[src/rtl/pmp_chk_pkg.sv]
package pmp_chk_pkg;

  typedef enum logic [1:0] {
    MODE_OFF   = 2'd0,
    MODE_TOR   = 2'd1,
    MODE_NA4   = 2'd2,
    MODE_NAPOT = 2'd3
  } match_mode_e;

  typedef enum logic [1:0] {
    ACC_FETCH  = 2'd0,
    ACC_LOAD   = 2'd1,
    ACC_STORE  = 2'd2,
    ACC_ATOMIC = 2'd3
  } acc_kind_e;

  localparam logic [1:0] PRIV_MACHINE = 2'b11;

  typedef struct packed {
    logic        lock;
    logic [1:0]  rsvd;
    match_mode_e mode;
    logic        x;
    logic        w;
    logic        r;
  } entry_cfg_t;

  function automatic logic perm_for_kind(input acc_kind_e kind, input logic r,
                                         input logic w, input logic x);
    logic p;
    unique case (kind)
      ACC_FETCH: p = x;
      ACC_LOAD:  p = r;
      default:   p = w;
    endcase
    return p;
  endfunction

endpackage

[src/rtl/pmp_entry_match.sv]
module pmp_entry_match
  import pmp_chk_pkg::*;
#(
  parameter int unsigned WORD_W = 32
) (
  input  logic [WORD_W-1:0] word_i,
  input  logic [1:0]        mode_i,
  input  logic [WORD_W-1:0] own_reg_i,
  input  logic [WORD_W-1:0] prev_reg_i,
  output logic              match_o
);

  localparam logic [WORD_W-1:0] ONE = {{(WORD_W-1){1'b0}}, 1'b1};

  function automatic logic [WORD_W-1:0] napot_keep_mask(input logic [WORD_W-1:0] r);
    return ~(r ^ (r + ONE));
  endfunction

  function automatic logic in_half_open(input logic [WORD_W-1:0] w,
                                        input logic [WORD_W-1:0] lo,
                                        input logic [WORD_W-1:0] hi);
    return (w >= lo) && (w < hi);
  endfunction

  match_mode_e       mode;
  logic              tor_hit;
  logic              na4_hit;
  logic              napot_hit;
  logic [WORD_W-1:0] keep_mask;

  assign mode      = match_mode_e'(mode_i);
  assign keep_mask = napot_keep_mask(own_reg_i);
  assign tor_hit   = in_half_open(word_i, prev_reg_i, own_reg_i);
  assign na4_hit   = (word_i == own_reg_i);
  assign napot_hit = ((word_i & keep_mask) == (own_reg_i & keep_mask));

  always_comb begin
    unique case (mode)
      MODE_TOR:   match_o = tor_hit;
      MODE_NA4:   match_o = na4_hit;
      MODE_NAPOT: match_o = napot_hit;
      default:    match_o = 1'b0;
    endcase
  end

  always_comb begin
    if (mode == MODE_OFF)
      AST_OFF_SILENT: assert (!match_o) else $error("disabled entry matched");
    if ((mode == MODE_TOR) && (own_reg_i <= prev_reg_i))
      AST_TOR_EMPTY: assert (!match_o) else $error("empty range matched");
    if ((mode == MODE_NAPOT) && (&own_reg_i))
      AST_NAPOT_FULL: assert (match_o) else $error("full region missed");
    if ((mode == MODE_NA4) && match_o)
      AST_NA4_ONE_WORD: assert (word_i == own_reg_i) else $error("single word mismatch");
  end

endmodule

[config.mk]
export PLATFORM = sky130hd
export DESIGN_NAME = pmp_entry_match
export DESIGN_NICKNAME = d
export VERILOG_FILES = /design/src/rtl/pmp_chk_pkg.sv /design/src/rtl/pmp_entry_match.sv
export SDC_FILE = /design/constraint.sdc
export NUM_CORES = 1
export LEC_CHECK = 0
export ABC_AREA = 1
export BUFFER_PORTS_ARGS = -buffer_cell sky130_fd_sc_hd__buf_2
export CAP_MARGIN = 10
export CORE_MARGIN = 4
export CORE_UTILIZATION = 51
export DETAILED_ROUTE_END_ITERATION = 10
export PLACE_DENSITY_LB_ADDON = 0.05
export RECOVER_POWER = 100
export SLEW_MARGIN = 20
export SYNTH_ARGS = -nofsm -noshare
export SYNTH_HDL_FRONTEND = slang
export SYNTH_SLANG_ARGS = --single-unit
[constraint.sdc]
create_clock -name vclk -period 2.9
set_input_delay 0.435 -clock vclk [all_inputs]
set_output_delay 0.435 -clock vclk [all_outputs]
set_load 0.01 [all_outputs]
== After elaboration in Yosys (flattened, before gate mapping) ==
Index checks and enable logic that the tools add are counted.

* Add/subtract/negate cells: 1
* $lt $le $gt $ge: 2
* Equality and inequality tests: 5
* Mux-type cells: 1
* Bitwise operators: 4
* Reductions and logical operators: 1

{| class="wikitable"
|+ Operators with widths
! kind !! count
|-
| 32-bit AND || 2
|-
| 32-bit equality test || 2
|-
| 32-bit by 1-bit adder with 32-bit output, second input constant || 1
|-
| 32-bit >= comparator || 1
|-
| 32-bit < comparator || 1
|-
| 32-bit NOT || 1
|-
| 32-bit bitwise XOR || 1
|-
| 2-bit equality test, second input constant || 2
|-
| 1-bit one-hot mux with 3 select lines || 1
|-
| 2-bit by 1-bit equality test with 1-bit output, second input constant || 1
|-
| 1-bit logical AND || 1
|}

* Bits in registers: 0
* Input port bits: 98
* Output and inout bits: 1
* Word-level logic and storage cells: 14

== Longest topological paths before layout ==
* Depth after elaboration: 6
* Depth in mapped cells: 20
* Depth with buffers taken out: 20

== Worst setup path before layout ==
Ideal clock, no wire load.

* Path kind: input -> output
* Start point: input port own_reg_i[0]
* End point: output port match_o
* Data arrival time: 2542 ps
* Data required time: 2465 ps
* Path slack: -77 ps
* Stages on the path: 19
* Path buffers: 0
* Path through: ha_1 inv_1 nor3_4 nand4_2 nor2_2 nand4_2 nor2_4 nand4_1 ha_1 or2_2 nand3_1 nand2_1 nand2_1 nand2_1 nor2_1 nand2_1 nor2_1 nand3_1 nand3_1

* Word-level cells in the longest chain between the ends: 6

{| class="wikitable"
|+ RTL lines
! what !! RTL line !! source
|-
| start: declaration || pmp_entry_match.sv:8 || <nowiki>input logic [WORD_W-1:0] own_reg_i,</nowiki>
|-
| 32-bit by 1-bit adder with 32-bit output || pmp_entry_match.sv:16 || <nowiki>return ~(r ^ (r + ONE));</nowiki>
|-
| 32-bit bitwise XOR || pmp_entry_match.sv:16 ||
|-
| 32-bit NOT || pmp_entry_match.sv:16 ||
|-
| 32-bit AND || pmp_entry_match.sv:35 || <nowiki>assign napot_hit = ((word_i & keep_mask) == (own_reg_i & keep_mask));</nowiki>
|-
| 32-bit equality test || pmp_entry_match.sv:35 ||
|-
| 1-bit one-hot mux with 3 select lines (*) || pmp_entry_match.sv:38 || <nowiki>unique case (mode)</nowiki>
|-
| end: declaration || pmp_entry_match.sv:10 || <nowiki>output logic match_o</nowiki>
|}

Mark *: on every way between the ends. The rest lies on a longest branch, timed or not.

== Worst setup path after layout ==
Ends and elaborated chain as after synthesis.

==> results.md <==
Run status:
- The flow ran to the end, but the final reports show violations.
- The checks that failed: negative setup slack.

Drt:
- The vias after detailed routing is 4581.
- In the final routed layout, each cell accounts on average for 11.4 um.
- The remaining design rule violation count is 0.
- The total wire length is about 10000 um.
- Using the TritonRoute via totals, the vias-per-cell ratio works out to ~5.
- The detailed router finished its first iteration with 157 violations.
- The number of antenna-violating nets in the routed design is 0.
- The pre-antenna-repair detailed-routing pass consisted of 4 iterations.

Critical path:
- The required time of the worst setup path is 2.47 ns.
- Data on the critical path arrives at its endpoint at 2.90 ns.
- The startpoint kind of the worst setup timing path is a primary input.
- The worst setup path is of the primary input to output pin kind.
- In this run the worst path has a maximum fanout of 5.
- The kind of capture point of the worst setup path is an output pin.

Power and ir drop:
- The post-route total power is 0.000582 W.
- VDD sags by at most approximately 0.058 mV.
- In this run the power density over the cells is 124 nW/um^2.
- The analysis attributes to cell leakage a power of between 3 and 4 nW.

Logic synthesis:
- After synthesis, the netlist uses 24 different library cells.
- Of the synthesized area, sequential elements account for 0.
- The net count of the mapped netlist is ~870.
- In this run the mean area of a mapped cell was 5.56 um^2.
- The instance count of the mapped netlist is 677.
- The Yosys step of the flow raised 0 warnings.
- The cell area after synthesis is 3770 um^2.

Floorplanning:
- The chip height is 93.9 um.
- The total die area is slightly below 9000 um^2.
- From left edge to right edge, the die measures 93.9 um.
- After floorplanning, the core was divided into 31 placement rows.
- The core region is about 7200 um^2.
- The initial standard-cell utilization of the core is 0.522.
- The number of I/O pins is 99.

Finish:
- Sequential cells placed in the final layout were counted as 0.
- The area growth from synthesis to layout is 25.1%.
- Of the cells placed in the final design, the portion with a size suffix greater than 1 is 0.197.
- The repair_antennas step left the layout with diodes totalling 0.
- For this run, the share of the core covered by cells in the final layout is 0.653.
- The area taken by flip-flops and latches is 0 um^2.
- The number of nets in the layout is ~1000.
- Leaving out fill and tap cells, the most frequent cell in the layout is sky130_fd_sc_hd__nand2_1.
- Clock buffers in the final layout number 0.
- The top cell types in the final layout, fill and taps aside, are 228 x sky130_fd_sc_hd__nand2_1, 163 x sky130_fd_sc_hd__inv_1, 97 x sky130_fd_sc_hd__buf_2, 95 x sky130_fd_sc_hd__ha_1, 43 x sky130_fd_sc_hd__nand3_1.

Timing:
- The final max-slew violation count is 0.
- The transition time at the pin with the least slew margin is 0.293 ns.
- The final critical-path share of the clock period is 1.15.
- The achievable clock frequency is 300 MHz.
- The final worst setup slack is -0.439 ns.
- The count of final hold-check violations came to 0.
- The remaining max-slew budget at the tightest pin is 0.803.
- Setup violations remaining at the end of the flow were counted as 1.
- Subtracting the final worst setup slack from the clock period gives about 3.3 ns.
- Setup repair after global routing could not meet its margin everywhere.

Global route:
- The initial antenna violation count is 0.
- The wire length of the first global-routing pass is roughly 18000 um.
- The total overflow left after global routing is 0.
- The via count of the first global-routing pass is ~4300.
- The pin count of the biggest net entering global routing is 8.
- The total global-route track usage is 0.238.

Placement:
- The wire-length estimate of the detail-placed layout is approximately 9500 um.
- In this run the tool buffered the top-level ports with 99 buffer cells.
- The congestion estimate from routability-driven global placement came to 0.942.

Clock tree:
- The number of buffers inserted for hold repair after clock tree synthesis is 0.

Job:
- Across the run, the number of max-cap violations was 0.

Min path:
- The class of the tightest hold or removal check is primary input to output pin.
critical path, cell delays in order:
cell                      delay, ns
sky130_fd_sc_hd__buf_6         0.09
sky130_fd_sc_hd__ha_4          0.13
sky130_fd_sc_hd__inv_4         0.04
sky130_fd_sc_hd__nor3_4        0.21
sky130_fd_sc_hd__nand4_2       0.14
sky130_fd_sc_hd__nor2_2        0.16
sky130_fd_sc_hd__nand4_2       0.13
sky130_fd_sc_hd__nor2_4        0.14
sky130_fd_sc_hd__buf_6         0.12
sky130_fd_sc_hd__nand3_1       0.08
sky130_fd_sc_hd__ha_1          0.30
sky130_fd_sc_hd__inv_1         0.06
sky130_fd_sc_hd__nand2_1       0.06
sky130_fd_sc_hd__nand3_1       0.07
sky130_fd_sc_hd__nand2_1       0.05
sky130_fd_sc_hd__nand2_1       0.05
sky130_fd_sc_hd__nand2_1       0.05
sky130_fd_sc_hd__nor2_1        0.14
sky130_fd_sc_hd__nand2_1       0.07
sky130_fd_sc_hd__nor2_1        0.10
sky130_fd_sc_hd__nand3_1       0.09
sky130_fd_sc_hd__nand3_1       0.08
sky130_fd_sc_hd__buf_2         0.14
cell families (layout without fill, tap and decap cells):
group / count (synthesis) / after routing / share of synthesized area
simple gates: 373 / 373 / 0.453
buf+inv: 167 / 303 / 0.166
fa+ha+maj: 96 / 96 / 0.319
compound gates: 41 / 41 / 0.0611
power by group:
part | leakage (nW) | total (W) | switching, W | internal [W]
registers | 0 | 0 | 0 | 0
clock network | 0 | 0 | 0 | 0
logic | 3.10 | 0.000582 | 0.000332 | 0.000250
layer usage:
metal	global-route usage	up-vias	share of wire
met1	0.295	2027	0.44
met5	0	-	0
met3	0.00401	10	0.037
li1	-	2442	-
met2	0.463	102	0.51
met4	0.0301	0	0.014
final cells by class:
class,count,area (um^2)
multi-input combinational,510,3160
tap,99,124
fill,750,2500
timing repair buffer,136,793
inverter,167,629
repair_timing:
| action | in CTS | in global routing |
|---|---|---|
| setup endpoints to repair | 1 | 1 |
| endpoints found under the hold margin | 0 | 0 |
| buffers inserted | 0 | 2 |
| pin swaps | 0 | 15 |
| resized for setup | 2 | 12 |
cell usage after synthesis:
| cell | number | share of area |
|---|---|---|
| sky130_fd_sc_hd__nor2_2 | 1 | 0.0017 |
| sky130_fd_sc_hd__nor2_4 | 1 | 0.0030 |
| sky130_fd_sc_hd__nand4_4 | 1 | 0.0056 |
| sky130_fd_sc_hd__o21bai_1 | 1 | 0.0020 |
| sky130_fd_sc_hd__nor4_1 | 3 | 0.0050 |
| sky130_fd_sc_hd__a21o_1 | 4 | 0.0080 |
| sky130_fd_sc_hd__o21ai_0 | 5 | 0.0066 |
| sky130_fd_sc_hd__nand3_1 | 44 | 0.058 |
| sky130_fd_sc_hd__nand4_2 | 2 | 0.0066 |
| sky130_fd_sc_hd__nor3_1 | 2 | 0.0027 |
| sky130_fd_sc_hd__nand2_1 | 229 | 0.23 |
| sky130_fd_sc_hd__nor2_1 | 36 | 0.036 |
| sky130_fd_sc_hd__a21oi_1 | 26 | 0.035 |
| sky130_fd_sc_hd__or2_2 | 4 | 0.0066 |
| sky130_fd_sc_hd__inv_1 | 164 | 0.16 |
| sky130_fd_sc_hd__nor3_4 | 4 | 0.017 |
| sky130_fd_sc_hd__ha_1 | 96 | 0.32 |
| sky130_fd_sc_hd__nor3_2 | 1 | 0.0027 |
| sky130_fd_sc_hd__nor2_8 | 1 | 0.0053 |
| sky130_fd_sc_hd__inv_2 | 3 | 0.0030 |
| sky130_fd_sc_hd__o21a_1 | 5 | 0.010 |
| sky130_fd_sc_hd__nand4_1 | 42 | 0.070 |
| sky130_fd_sc_hd__nand2_4 | 1 | 0.0030 |
| sky130_fd_sc_hd__and3_1 | 1 | 0.0017 |
metrics by stage:
step	hold WS [ns]	instances	TNS (ns)	instance area [um^2]	setup WS, ns
floorplan	1.06	677	-0.0773	3770	-0.0773
global placement	1.30	910	-0.368	4650	-0.368
detailed placement	1.28	910	-0.389	4650	-0.389
CTS	1.29	910	-0.379	4650	-0.379
global route	1.35	912	-0.658	4710	-0.658
finish	1.30	912	-0.439	4710	-0.439
final timing paths:
check / startpoint / slack, ns / cells past startpoint / end
setup / recovery: own_reg_i[0] / -0.44 / 23 / match_o
hold / removal: mode_i[1] / 1.30 / 4 / match_o
(Power assumes the default switching activity.)
